File: src/rtl/pwmfs_pkg.sv
package pwmfs_pkg;

    localparam int CODE_IN_W = 4;
    localparam int CODE_W    = 3;
    localparam int CODE_MAX  = 7;
    localparam int BASE_HZ   = 16000;

    typedef logic [CODE_W-1:0] freq_code_t;

    typedef enum logic {
        MODE_COARSE = 1'b0,
        MODE_FINE   = 1'b1
    } res_mode_e;

    function automatic logic code_ok(input logic [CODE_IN_W-1:0] c);
        return c <= CODE_IN_W'(CODE_MAX);
    endfunction

endpackage

File: src/rtl/pwmfs_prescaler.sv
module pwmfs_prescaler
    import pwmfs_pkg::*;
#(
    parameter int BASE_DIV = 1
) (
    input  logic       clk,
    input  logic       rst,
    input  freq_code_t code,
    output logic       tick
);
    localparam int PRE_W = $clog2(BASE_DIV * (1 << CODE_MAX)) + 1;

    logic [PRE_W-1:0] pre_q;
    logic [PRE_W-1:0] limit_m1;

    always_comb begin
        limit_m1 = (PRE_W'(BASE_DIV) << code) - PRE_W'(1);
        tick     = (pre_q == limit_m1);
    end

    always_ff @(posedge clk) begin
        if (rst)       pre_q <= '0;
        else if (tick) pre_q <= '0;
        else           pre_q <= pre_q + PRE_W'(1);
    end
endmodule

File: src/rtl/pwmfs_period.sv
module pwmfs_period #(
    parameter int CNT_W = 10
) (
    input  logic             clk,
    input  logic             rst,
    input  logic             tick,
    output logic [CNT_W-1:0] cnt,
    output logic             wrap
);
    assign wrap = tick && (&cnt);

    always_ff @(posedge clk) begin
        if (rst)       cnt <= '0;
        else if (tick) cnt <= cnt + CNT_W'(1);
    end
endmodule

File: src/rtl/pwmfs_channel.sv
module pwmfs_channel
    import pwmfs_pkg::*;
#(
    parameter int FINE_W   = 10,
    parameter int COARSE_W = 8
) (
    input  logic              clk,
    input  logic              rst,
    input  logic              wrap,
    input  logic [FINE_W-1:0] cnt,
    input  logic [FINE_W-1:0] duty_raw,
    input  res_mode_e         mode,
    output logic              pwm
);
    localparam int SHIFT = FINE_W - COARSE_W;

    logic [FINE_W:0] duty_q;
    logic [FINE_W:0] duty_eff;
    logic [COARSE_W-1:0] coarse_bits;

    always_comb begin
        coarse_bits = duty_raw[COARSE_W-1:0];
        if (mode == MODE_FINE) begin
            duty_eff = (&duty_raw) ? (FINE_W+1)'(1) << FINE_W
                                   : {1'b0, duty_raw};
        end else begin
            duty_eff = (&coarse_bits) ? (FINE_W+1)'(1) << FINE_W
                                      : {1'b0, coarse_bits, {SHIFT{1'b0}}};
        end
    end

    always_ff @(posedge clk) begin
        if (rst)       duty_q <= '0;
        else if (wrap) duty_q <= duty_eff;
    end

    assign pwm = ({1'b0, cnt} < duty_q);
endmodule

File: src/rtl/pwm_freqsel.sv
module pwm_freqsel
    import pwmfs_pkg::*;
#(
    parameter int N          = 4,
    parameter int FINE_W     = 10,
    parameter int COARSE_W   = 8,
    parameter int SYS_CLK_HZ = 50_000_000
) (
    input  logic                  clk,
    input  logic                  rst,
    input  logic                  cfg_wr,
    input  logic [CODE_IN_W-1:0]  cfg_code,
    input  logic [N*FINE_W-1:0]   duty_i,
    input  logic [N-1:0]          fine_i,
    output logic [N-1:0]          pwm_o,
    output logic                  cfg_err
);
    localparam int DIV_RAW  = SYS_CLK_HZ / (BASE_HZ * (1 << FINE_W));
    localparam int BASE_DIV = (DIV_RAW < 1) ? 1 : DIV_RAW;

    freq_code_t        code_pend;
    freq_code_t        code_act;
    logic              tick;
    logic              wrap;
    logic [FINE_W-1:0] cnt;

    always_ff @(posedge clk) begin
        if (rst) begin
            code_pend <= '0;
            code_act  <= '0;
            cfg_err   <= 1'b0;
        end else begin
            if (cfg_wr) begin
                if (code_ok(cfg_code)) begin
                    code_pend <= cfg_code[CODE_W-1:0];
                    cfg_err   <= 1'b0;
                end else begin
                    cfg_err   <= 1'b1;
                end
            end
            if (wrap) code_act <= code_pend;
        end
    end

    pwmfs_prescaler #(.BASE_DIV(BASE_DIV)) u_pre (
        .clk  (clk),
        .rst  (rst),
        .code (code_act),
        .tick (tick)
    );

    pwmfs_period #(.CNT_W(FINE_W)) u_per (
        .clk  (clk),
        .rst  (rst),
        .tick (tick),
        .cnt  (cnt),
        .wrap (wrap)
    );

    for (genvar k = 0; k < N; k++) begin : g_ch
        pwmfs_channel #(.FINE_W(FINE_W), .COARSE_W(COARSE_W)) u_ch (
            .clk      (clk),
            .rst      (rst),
            .wrap     (wrap),
            .cnt      (cnt),
            .duty_raw (duty_i[k*FINE_W +: FINE_W]),
            .mode     (res_mode_e'(fine_i[k])),
            .pwm      (pwm_o[k])
        );
    end
endmodule

File: config.mk
export PLATFORM = sky130hd
export DESIGN_NAME = pwm_freqsel
export DESIGN_NICKNAME = d
export VERILOG_FILES = /design/src/rtl/pwmfs_pkg.sv /design/src/rtl/pwmfs_prescaler.sv /design/src/rtl/pwmfs_period.sv /design/src/rtl/pwmfs_channel.sv /design/src/rtl/pwm_freqsel.sv
export SDC_FILE = /design/constraint.sdc
export NUM_CORES = 1
export LEC_CHECK = 0
export BUFFER_PORTS_ARGS = -buffer_cell sky130_fd_sc_hd__buf_2
export CAP_MARGIN = 5
export CORE_ASPECT_RATIO = 1.2
export CORE_MARGIN = 3
export CORE_UTILIZATION = 50
export CTS_BUF_LIST = sky130_fd_sc_hd__clkbuf_16
export CTS_CLUSTER_DIAMETER = 30
export DETAILED_ROUTE_END_ITERATION = 8
export GPL_TIMING_DRIVEN = 0
export PLACE_DENSITY = 0.78
export SLEW_MARGIN = 40
export SYNTH_ARGS = -nofsm -noshare
export SYNTH_HDL_FRONTEND = slang
export SYNTH_SLANG_ARGS = --single-unit
File: constraint.sdc
create_clock -name clk -period 3.3 [get_ports clk]
set_input_delay 0.66 -clock clk [delete_from_list [all_inputs] [get_ports clk]]
set_output_delay 0.66 -clock clk [all_outputs]
set_load 0.01 [all_outputs]
Yosys cells after proc, flatten, opt, wreduce, memory -nomap -nowiden:

Cells that the tools add are included.

* $add $sub $neg: 3
* magnitude comparators: 5
* equality and inequality tests: 1
* shifts and indexed selects: 1
* muxes and demuxes: 13
* reduce and logical (&&, ||, !) cells: 12

Operators by type and width (count)
* $mux 11: 12
* $reduce_and 10->1: 5
* $lt 10x11->1: 4
* $reduce_and 8->1: 4
* $add 10x1->10 const B: 2
* $eq 10x10->1: 1
* $shl 2x3->10 const A: 1
* $sub 10x2->10 const B: 1
* $le 4x3->1 const B: 1
* $reduce_and 2->1: 1
* $reduce_or 2->1: 1
* $logic_and 1x1->1: 1
* $mux 1: 1

* register bits after elaboration: 71
* output and inout port bits: 5
* word-level logic and storage cells: 44

Longest topological paths before layout:

Gate-level depths: netlist of the first run.

* word-level depth: 4
* depth in mapped cells: 13
* depth with buffers taken out: 10

Modules after synthesis:

A second synthesis of the first run with hierarchy kept.

* cells, all modules: 632
* area, all modules: 5177.5 um^2

By module, submodules not included
* pwmfs_channel: instances 4, cells each 115, area each 889.6 um^2
* pwmfs_prescaler: instances 1, cells each 95, area each 868.3 um^2
* pwmfs_period: instances 1, cells each 51, area each 461.7 um^2
* pwm_freqsel: instances 1, cells each 26, area each 289.0 um^2

Least setup slack after synthesis of the first run:

Ideal clock, no wire load.

* kind: flip-flop to flip-flop
* start point: register code_act[1]
* end point: register u_per.cnt[5]
* data arrival time: 2850 ps
* path slack: 380 ps
* stages on the path, launching flop included: 13
* clock period less this slack: 2920 ps
* path through: dfxtp_1 > inv_1 > ha_1 > buf_2 > nand2b_1 > ha_1 > xnor2_1 > nor4_4 > nand4_2 > or4_1 > buf_2 > or4_1 > a21oi_1

* word-level cells in the longest chain between the ends: 3

Ends and longest elaborated chain
* start, declared: RTL line pwm_freqsel.sv:22 `freq_code_t code_act;`
* start signal, assigned: RTL line pwm_freqsel.sv:41 `if (wrap) code_act <= code_pend;`
* $shl 2x3->10: RTL line pwmfs_prescaler.sv:17 `limit_m1 = (PRE_W'(BASE_DIV) << code) - PRE_W'(1);`
* $sub 10x2->10: RTL line pwmfs_prescaler.sv:17
* $eq 10x10->1: RTL line pwmfs_prescaler.sv:18 `tick = (pre_q == limit_m1);`
* end signal, assigned: RTL line pwmfs_period.sv:14 `else if (tick) cnt <= cnt + CNT_W'(1);`
* end, declared: RTL line pwmfs_period.sv:7 `output logic [CNT_W-1:0] cnt,`

No other way between the ends.
A chain may end at the register's enable or synchronous reset.

Worst setup path in the final report of the first run:

Ends and elaborated chain as after synthesis.

==> results.yml, run 1 <==
clocking:
  cts_root_buf: "clkbuf_16"
  numCtsBuffers: 9
  cts_sinks: 71
  hold_buffers: 0
  clk_pin_slew_ns: 0.06
  cts_tree: "built"
  clock_latency_ns: 0.34
  clock_path_buffers: 2
  cts-htree-levels: 3
  post_cts_buffers: 0
sta:
  fin_crit_ns: 3.13
  drv_slew: 0
  max_freq_mhz: 320
  clock-skew-final_ns: 0.00640
  hold_viol_final: 0
  period_share_pct: 94.7
  rsz0062_at_grt: "no"
  worstMarginPinSlew_ns: 0.720
  relSlewSlack_pct: 51.7
  whs_ns: 0.470
  finalSetupTns_ns: 0
  setup_violations: 0
synth:
  syn_avg_cell_area_um2: 8.29
  synth-seq-cells: 71
  ys.warnings.count: 0
  yosysSeqAreaShare_pct: 30.2
  postSynthCellCount: 568
  synth_area_um2: 4710
  synth-edff-count: 0
  ys_types: 54
  synth_flop_cell: "dfxtp_1"
  synth_async_sr_flop_share_pct: 0
  synth.net_count: 660
detailed_routing:
  drtPass1Iterations: 6
  viasPerCell: 5.81
  drtIter0Drc: 325
  final_antenna_net_count: 0
  drcViolationCount: 0
  wl_per_cell_um: 16.2
  totalWireLength_um: 12200
  via_count: 4404
final_layout:
  area_growth_pct: 16.4
  drive_above_1_share_pct: 20.1
  layout_commonest_cell: "nor2_1"
  design_area_um2: 5480
  final_nets: 725
  fillers: 829
  final_cell_mix: "101 x nor2_1, 69 x dfxtp_1, 59 x buf_2"
  n_antenna_cell: 0
critical_path:
  cp_max_fo: 9
  crit_type: "register to register"
  endpoint_kind: "register"
  cp.required_ns: 3.57
  path_cells: "inv_1 -> ha_1 -> clkbuf_4 -> nand2b_1 -> ha_1 -> xnor2_1 -> nor4_4 -> nand4_4 -> or4_1 -> buf_2 -> or4_1 -> a21oi_1"
  crit_path_start_kind: "register"
  crit_arrival_ns: 3.39
  cpMaxStageDelayCell: "or4_1"
  slowest_delay_ns: 0.54
pwr:
  p_total_uw: 2170
  powerDensity_nw_per_um2: 396
  power_leakage_uw: 0.00227
  peakVddDrop_v: 0.000338
grt:
  grt_pass1_wl_um: 19900
  grt.overflow.total: 0
  grt_pass1_vias: 4332
  grt_max_degree: 14
  grt_usage_pct: 23.7
  antenna_found_initial: 0
place:
  placed_cell_area_um2: 5140
  hpwl_um: 8950
  port_buffers: 55
  gp_congestion: 0.870
floorplan:
  core_area_um2: 9130
  die_h_um: 112
  fp.dieW_um: 94.6
  dieArea_um2: 10600
  io_pins: 56
  rows: 38
  initial_utilization_pct: 51.6
hold_path:
  min_path_type: "register to register"
status:
  status: "completed"
run:
  maxCapViolCount: 0
## sequential cells by signal, indices dropped and copies added (netlist names)
signal,cells
u_pre.pre_q,10
g_ch.u_ch.duty_q,44
cfg_err,1
u_per.cnt,10
code_pend,3
code_act,3
## layer usage
metal	part of all wire, %	vias up	global-route usage, %	wire length (um)
met5	0	-	0	0
met4	2.5	0	11.5	312
met3	6.8	37	4.02	829
met2	51	161	42.1	6310
met1	39	2070	27.0	4800
li1	-	2136	-	-
## power by group
part           leakage, uW  internal (uW)  switching, uW
combinational      0.00155           98.7            141
clock             0.000148            662            384
sequential        0.000574            868           19.8
total              0.00227           1630            545
## synth_stat cells (6+ instances only)
master / count / area (um2)
a22oi_1: 24 / 180
nand4_1: 14 / 87.6
mux2_2: 30 / 338
a21o_1: 8 / 60.1
mux2i_1: 15 / 150
clkbuf_1: 13 / 48.8
nand2b_1: 17 / 106
a21oi_1: 30 / 150
dfxtp_1: 71 / 1420
inv_1: 49 / 184
ha_1: 41 / 513
nand3_1: 8 / 40.0
o31ai_1: 7 / 52.6
nand3b_1: 13 / 97.6
nand2_1: 23 / 86.3
nor2_1: 101 / 379
xor2_1: 6 / 52.6
xnor2_1: 11 / 96.3
o21ai_0: 14 / 70.1
a32oi_1: 9 / 78.8
## critical path, delay by kind of cell (launching register included)
kind / cells / cell delay, ns
simple gates: 5 / 1.46
buf+inv: 3 / 0.45
fa+ha+maj: 2 / 0.44
flops: 1 / 0.37
xor+xnor: 1 / 0.16
compound gates: 1 / 0.16
## path summary, 6_finish.rpt
kind,startpoint,to,slack (ns),cells past startpoint
worst max-delay path,code_act[1],u_per.cnt[5],0.17,12
worst min register to register,code_pend[0],code_act[0],0.47,2
worst min-delay path,code_pend[0],code_act[0],0.47,2
worst max register to register,code_act[1],u_per.cnt[5],0.17,12
## logic make-up (layout without fill, tap and decap cells)
| logic type | after synthesis | in the layout | synth area share [%] |
|---|---|---|---|
| and+or+nand+nor | 207 | 207 | 21.8 |
| xor gates and xnor gates | 17 | 17 | 3.16 |
| muxes | 47 | 47 | 11.0 |
| adders and majority gates | 41 | 41 | 10.9 |
| buffers and inverters | 76 | 146 | 7.20 |
| DFF | 71 | 71 | 30.2 |
| AOI/OAI and AO/OA | 109 | 109 | 15.8 |
## per-stage QoR
stage                     instances  utilization, %  setup slack (ns)
after floorplan                 568               -             0.380
after global placement          743            56.3             0.109
after detailed placement        743            56.3            0.0100
after CTS                       759            59.9            0.0834
after global routing            758            60.1           0.00287
final                           758            60.1             0.174
## repair_timing
action                     CTS  global route
resized for setup            2             8
pin swaps                    0             1
setup endpoints to repair    4            21
## cell type report
cell class	count	area (um2)	area share, %
well taps	120	150	2.74
flip-flops and latches	71	1430	26.1
inverters	49	184	3.35
plain buffers	26	155	2.83
repair buffers	55	275	5.02
clock inverters	7	96.3	1.76
clock buffers	9	225	4.11
multi-input cells	421	2970	54.1
(Power assumes the default switching activity.)
==> run 2, diff against run 1 <==
--- a/config.mk
+++ b/config.mk
@@ -5,16 +5,18 @@
 export SDC_FILE = /design/constraint.sdc
 export NUM_CORES = 1
 export LEC_CHECK = 0
+export ABC_AREA = 1
 export BUFFER_PORTS_ARGS = -buffer_cell sky130_fd_sc_hd__buf_2
 export CAP_MARGIN = 5
 export CORE_ASPECT_RATIO = 1.2
 export CORE_MARGIN = 3
-export CORE_UTILIZATION = 50
+export CORE_UTILIZATION = 55
 export CTS_BUF_LIST = sky130_fd_sc_hd__clkbuf_16
 export CTS_CLUSTER_DIAMETER = 30
 export DETAILED_ROUTE_END_ITERATION = 8
 export GPL_TIMING_DRIVEN = 0
-export PLACE_DENSITY = 0.78
+export HOLD_SLACK_MARGIN = 0.1
+export PLACE_DENSITY = 0.84
 export SLEW_MARGIN = 40
 export SYNTH_ARGS = -nofsm -noshare
 export SYNTH_HDL_FRONTEND = slang
==> results.yml, run 2 <==
clocking:
  cts_tree: "built"
  cts-htree-levels: 3
  cts_root_buf: "clkbuf_16"
  clock_latency_ns: 0.33
  cts_sinks: 71
  hold_buffers: 0
  cts_resized: 0
  numCtsBuffers: 9
  post_cts_buffers: 0
  clk_pin_slew_ns: 0.06
  clock_path_buffers: 2
critical_path:
  cpMaxStageDelayCell: "dfxtp_1"
  slowest_delay_ns: 0.58
  path_cells: "ha_1 -> a21oi_1 -> o21ai_0 -> a221oi_1 -> buf_4 -> buf_2"
  cp_max_fo: 8
  crit_arrival_ns: 2.15
  reg2reg_depth: 15
  r2r-end: "code_act[1]"
  crit_path_end: "pwm_o[3]"
  r2r_setup_slack_ns: 0.62
  crit_type: "register to primary output"
  crit_path_start_kind: "register"
  crit_start: "u_per.cnt[6]"
  endpoint_kind: "primary output"
  cp.required_ns: 2.64
  r2r-start: "code_act[1]"
sta:
  drv_slew: 0
  setup_violations: 0
  rsz0062_at_grt: "no"
  max_freq_mhz: 356
  clock-skew-final_ns: 0.00561
  hold_viol_final: 0
  worstMarginPinSlew_ns: 0.638
  finalSetupTns_ns: 0
  fin_crit_ns: 2.81
  relSlewSlack_pct: 57.5
  period_share_pct: 85.2
synth:
  synth_flop_cell: "dfxtp_1"
  synthSimpleGateAreaFrac_pct: 40.5
  ys.warnings.count: 0
  synth_top_family_by_area: "simple AND/OR/NAND/NOR gates"
  synthTopCellsByCount: "222 x nand2_1, 110 x inv_1, 97 x nor2_1"
  syn_avg_cell_area_um2: 6.28
  synth_top_area_cell: "dfxtp_1"
  synth.net_count: 889
  yosys.area_share.adder_pct: 10.2
  postSynthCellCount: 797
  yosysSeqAreaShare_pct: 28.4
  synth_compound_area_share_pct: 7.40
  synth.most_common_cell: "nand2_1"
  synthMuxAreaShare_pct: 0
  synth-edff-count: 0
  ys_types: 30
  synth_async_sr_flop_share_pct: 0
  synth_top_area_share_pct: 28.4
  synth_xor_area_share_pct: 1.92
  synth-seq-cells: 71
  synth_area_leaders: "dfxtp_1 28%, nand2_1 17%, ha_1 10%"
  synth_area_um2: 5010
detailed_routing:
  via_count: 5094
  wl_per_cell_um: 12.3
  drtPass1Iterations: 5
  drcViolationCount: 0
  final_antenna_net_count: 0
  drtIter0Drc: 386
  totalWireLength_um: 12100
  viasPerCell: 5.17
grt:
  grt_usage_pct: 24.4
  grt_pass1_vias: 4738
  antenna_found_initial: 0
  grt.overflow.total: 0
  grt_max_degree: 13
  grt_pass1_wl_um: 20800
hold_path:
  min_path_type: "register to register"
floorplan:
  dieArea_um2: 10300
  fp.dieW_um: 93.1
  core_area_um2: 8700
  rows: 37
  io_pins: 56
  die_h_um: 111
  initial_utilization_pct: 57.5
place:
  port_buffers: 55
  hpwl_um: 9000
  gp_congestion: 0.896
pwr:
  intPower_uw: 1530
  switching_share_pct: 25.6
  clkPwrFrac_pct: 45.7
  peakVddDrop_v: 0.000258
  seqPwrFrac_pct: 42.8
  combPwrFrac_pct: 11.4
  powerDensity_nw_per_um2: 360
  power_switching_uw: 526
  power_leakage_uw: 0.00303
final_layout:
  fillers: 865
  layout_commonest_cell: "nand2_1"
  final_nets: 955
  largest_registers: "g_ch.u_ch.duty_q: 44 flops, u_per.cnt: 10 flops, u_pre.pre_q: 10 flops"
  multi_input_area_um2: 3010
  register_area_um2: 1420
  regMostFlops: "g_ch.u_ch.duty_q"
  drive_above_1_share_pct: 11.9
  final_cell_mix: "222 x nand2_1, 111 x inv_1, 97 x nor2_1"
  area_growth_pct: 14.2
  n_antenna_cell: 0
  largest_reg_flops: 44
  post-route-util_pct: 65.7
status:
  status: "completed"
run:
  maxCapViolCount: 0
-- run 2: how the worst min path moves through the flow --
stage          slack, ns  cells after the start           end         start
6_report            0.47                      2  code_pend[1]  code_pend[1]
2_1_floorplan       0.43                      2  code_pend[0]  code_pend[0]
4_1_cts             0.48                      2  code_pend[0]  code_pend[0]
3_5_place_dp        0.47                      2  code_pend[1]  code_pend[1]
3_3_place_gp        0.45                      2  code_pend[2]  code_pend[2]
5_1_grt             0.49                      2  code_pend[0]  code_pend[0]
-- run 2: area by class of cell --
class                      instances  share of cell area [%]
sequential                        71                    24.9
timing repair buffer              55                    4.81
clock buffer                       9                    3.94
tap                              117                    2.56
inverter                         113                    7.46
multi-input combinational        582                    52.5
buffer                            31                    2.69
clock inverter                     7                    1.14
-- run 2: per-layer routing --
layer	up-vias	part of all wire, %	global-route usage [%]
met5	-	0	0
met4	0	2.4	8.99
met3	27	3.6	3.47
met2	106	50	42.4
met1	2272	44	30.3
li1	2689	-	-
-- run 2: worst max-delay path: cells and delay by family (launching register included) --
kind | cells | cell delay [ns]
AOI/OAI and AO/OA | 3 | 0.63
DFF | 1 | 0.58
adders and majority gates | 1 | 0.32
buffers and inverters | 2 | 0.28
-- run 2: kinds of logic (layout without fill, tap and decap cells) --
logic type	after synthesis	count (layout)
compound gates	65	65
xor+xnor	11	11
fa+ha+maj	41	41
buf+inv	144	215
flops	71	71
simple gates	465	465
-- run 2: power by group through the flow --
stage | clock network, uW | registers, uW | logic, uW
6_report | 942 | 882 | 235
5_1_grt | 990 | 883 | 265
4_1_cts | 947 | 881 | 232
3_5_place_dp | 0 | 900 | 230
3_3_place_gp | 0 | 899 | 227
2_1_floorplan | 0 | 897 | 145
-- run 2: per-stage QoR --
stage / total power (uW) / setup WS (ns) / instances / instance area (um2) / hold slack, ns
final: 2060 / 0.488 / 985 / 5720 / 0.471
after global routing: 2140 / 0.377 / 985 / 5720 / 0.493
after CTS: 2060 / 0.469 / 985 / 5720 / 0.475
after detailed placement: 1130 / 0.657 / 969 / 5430 / 0.467
after global placement: 1130 / 0.672 / 969 / 5430 / 0.448
after floorplan: 1040 / 1.07 / 797 / 5010 / 0.429
==> run 3, diff against run 2 <==
==> constraint.sdc (replaced) <==
create_clock -name clk -period 3.3 [get_ports clk]
set_input_delay 0.33 -clock clk [delete_from_list [all_inputs] [get_ports clk]]
set_output_delay 0.33 -clock clk [all_outputs]
set_load 0.01 [all_outputs]
==> results.yml, run 3 (synthesis gave the netlist of run 2 again) <==
critical_path:
  crit_start: "code_act[1]"
  crit_type: "register to register"
  critical_path_buf_inv_count: 2
  cp_max_fo: 10
  r2r-start: "code_act[1]"
  crit_arrival_ns: 2.91
  slowest_delay_ns: 0.36
  endpoint_kind: "register"
  crit_path_start_kind: "register"
  cpMostUsedCell: "nand2_1"
  cpMaxStageDelayCell: "dfxtp_1"
  r2r-end: "code_act[1]"
  worst-path-stages: 15
  r2r_setup_slack_ns: 0.62
  crit_path_end: "code_act[1]"
  path_cells: "inv_1 -> ha_1 -> nand2_1 -> ha_1 -> nand2_1 -> nand2_1 -> nor2_1 -> nand3_1 -> nor2_1 -> nand3_1 -> nor2_4 -> buf_2 -> nand4_1 -> nand2_1 -> nor2_1"
  reg2reg_depth: 15
  cp.required_ns: 3.53
  crit_family: "simple AND/OR/NAND/NOR gates"
sta:
  max_freq_mhz: 373
  drv_slew: 0
  period_share_pct: 81.2
  clock-skew-final_ns: 0.00490
  fin_crit_ns: 2.68
  worstMarginPinSlew_ns: 0.616
  finalSetupTns_ns: 0
  rsz0062_at_grt: "no"
  whs_ns: 0.232
  relSlewSlack_pct: 58.9
  setup_violations: 0
  hold_viol_final: 0
pwr:
  p_total_uw: 2060
  power_leakage_uw: 0.00303
  powerDensity_nw_per_um2: 360
  peakVddDrop_v: 0.000256
floorplan:
  initial_utilization_pct: 57.5
  core_area_um2: 8700
  fp.dieW_um: 93.1
  rows: 37
  die_h_um: 111
  io_pins: 56
  dieArea_um2: 10300
final_layout:
  largest_reg_flops: 44
  drive_above_1_share_pct: 11.9
  layout_commonest_cell: "nand2_1"
  final_nets: 955
  final_cell_mix: "222 x nand2_1, 111 x inv_1, 97 x nor2_1"
  area_growth_pct: 14.2
  regMostFlops: "g_ch.u_ch.duty_q"
  n_antenna_cell: 0
  largest_registers: "g_ch.u_ch.duty_q: 44 flops, u_per.cnt: 10 flops, u_pre.pre_q: 10 flops"
  post-route-util_pct: 65.7
  layout.cells.non_filler: 985
clocking:
  post_cts_buffers: 0
  cts_resized: 0
  cts_tree: "built"
  hold_buffers: 0
  clk_pin_slew_ns: 0.06
  cts_root_buf: "clkbuf_16"
  cts-htree-levels: 3
  clock_latency_ns: 0.33
  numCtsBuffers: 9
  cts_sinks: 71
  clock_path_buffers: 2
run:
  maxCapViolCount: 0
grt:
  antenna_found_initial: 0
  grt_usage_pct: 24.4
  grt_pass1_wl_um: 20800
  grt_max_degree: 13
  grt_pass1_vias: 4734
  grt.overflow.total: 0
detailed_routing:
  wl_met1_um: 5260
  via_count: 5135
  totalWireLength_um: 12100
  wl_per_cell_um: 12.3
  drtIter0Drc: 413
  final_antenna_net_count: 0
  drcViolationCount: 0
  dr.max_layer_used: "met4"
  drtPass1Iterations: 7
  wl_met3_um: 491
  met2_length_um: 6060
  viasPerCell: 5.21
place:
  dp_cells: 969
  gp_congestion: 0.896
  hpwl_um: 9000
  port_buffers: 55
status:
  status: "completed"
hold_path:
  min_path_type: "input port to register"
[run 3: worst min path at each step]
stage / startpoint / end / slack (ns) / cells past startpoint
after floorplan: code_pend[0] / code_pend[0] / 0.43 / 2
after global placement: code_pend[2] / code_pend[2] / 0.45 / 2
after detailed placement: code_pend[1] / code_pend[1] / 0.47 / 2
after CTS: cfg_code[3] / cfg_err / 0.23 / 3
after global routing: cfg_code[3] / cfg_err / 0.26 / 3
final: cfg_code[3] / cfg_err / 0.23 / 3
[run 3: power by group]
| part | switching [uW] | internal (uW) |
|---|---|---|
| sequential | 11.6 | 870 |
| combinational | 150 | 84.8 |
| clock | 364 | 578 |
[run 3: stage by stage]
step | area, um2 | setup WS [ns]
after CTS | 5720 | 0.658
after global placement | 5430 | 0.672
after floorplan | 5010 | 1.07
final | 5720 | 0.621
after detailed placement | 5430 | 0.657
after global routing | 5720 | 0.383
[run 3: final cells by class]
type / instances / area (um2)
multi-input combinational: 582 / 3010
buffer: 31 / 154
timing repair buffer: 55 / 275
clock buffer: 9 / 225
fill: 865 / 2980
inverter: 113 / 427
sequential: 71 / 1420
clock inverter: 7 / 65.1
tap: 117 / 146
[run 3: metal layers]
layer,GRT usage [%],vias to the layer above
met5,0,-
met1,30.4,2284
met4,9.38,0
met2,42.6,126
met3,2.66,30
li1,-,2695
[run 3: worst register-to-register path: cells and delay by family (launching register included)]
kind                       cells  cell delay [ns]
adders and majority gates      2             0.60
and+or+nand+nor               11             1.15
buffers and inverters          2             0.46
DFF                            1             0.36
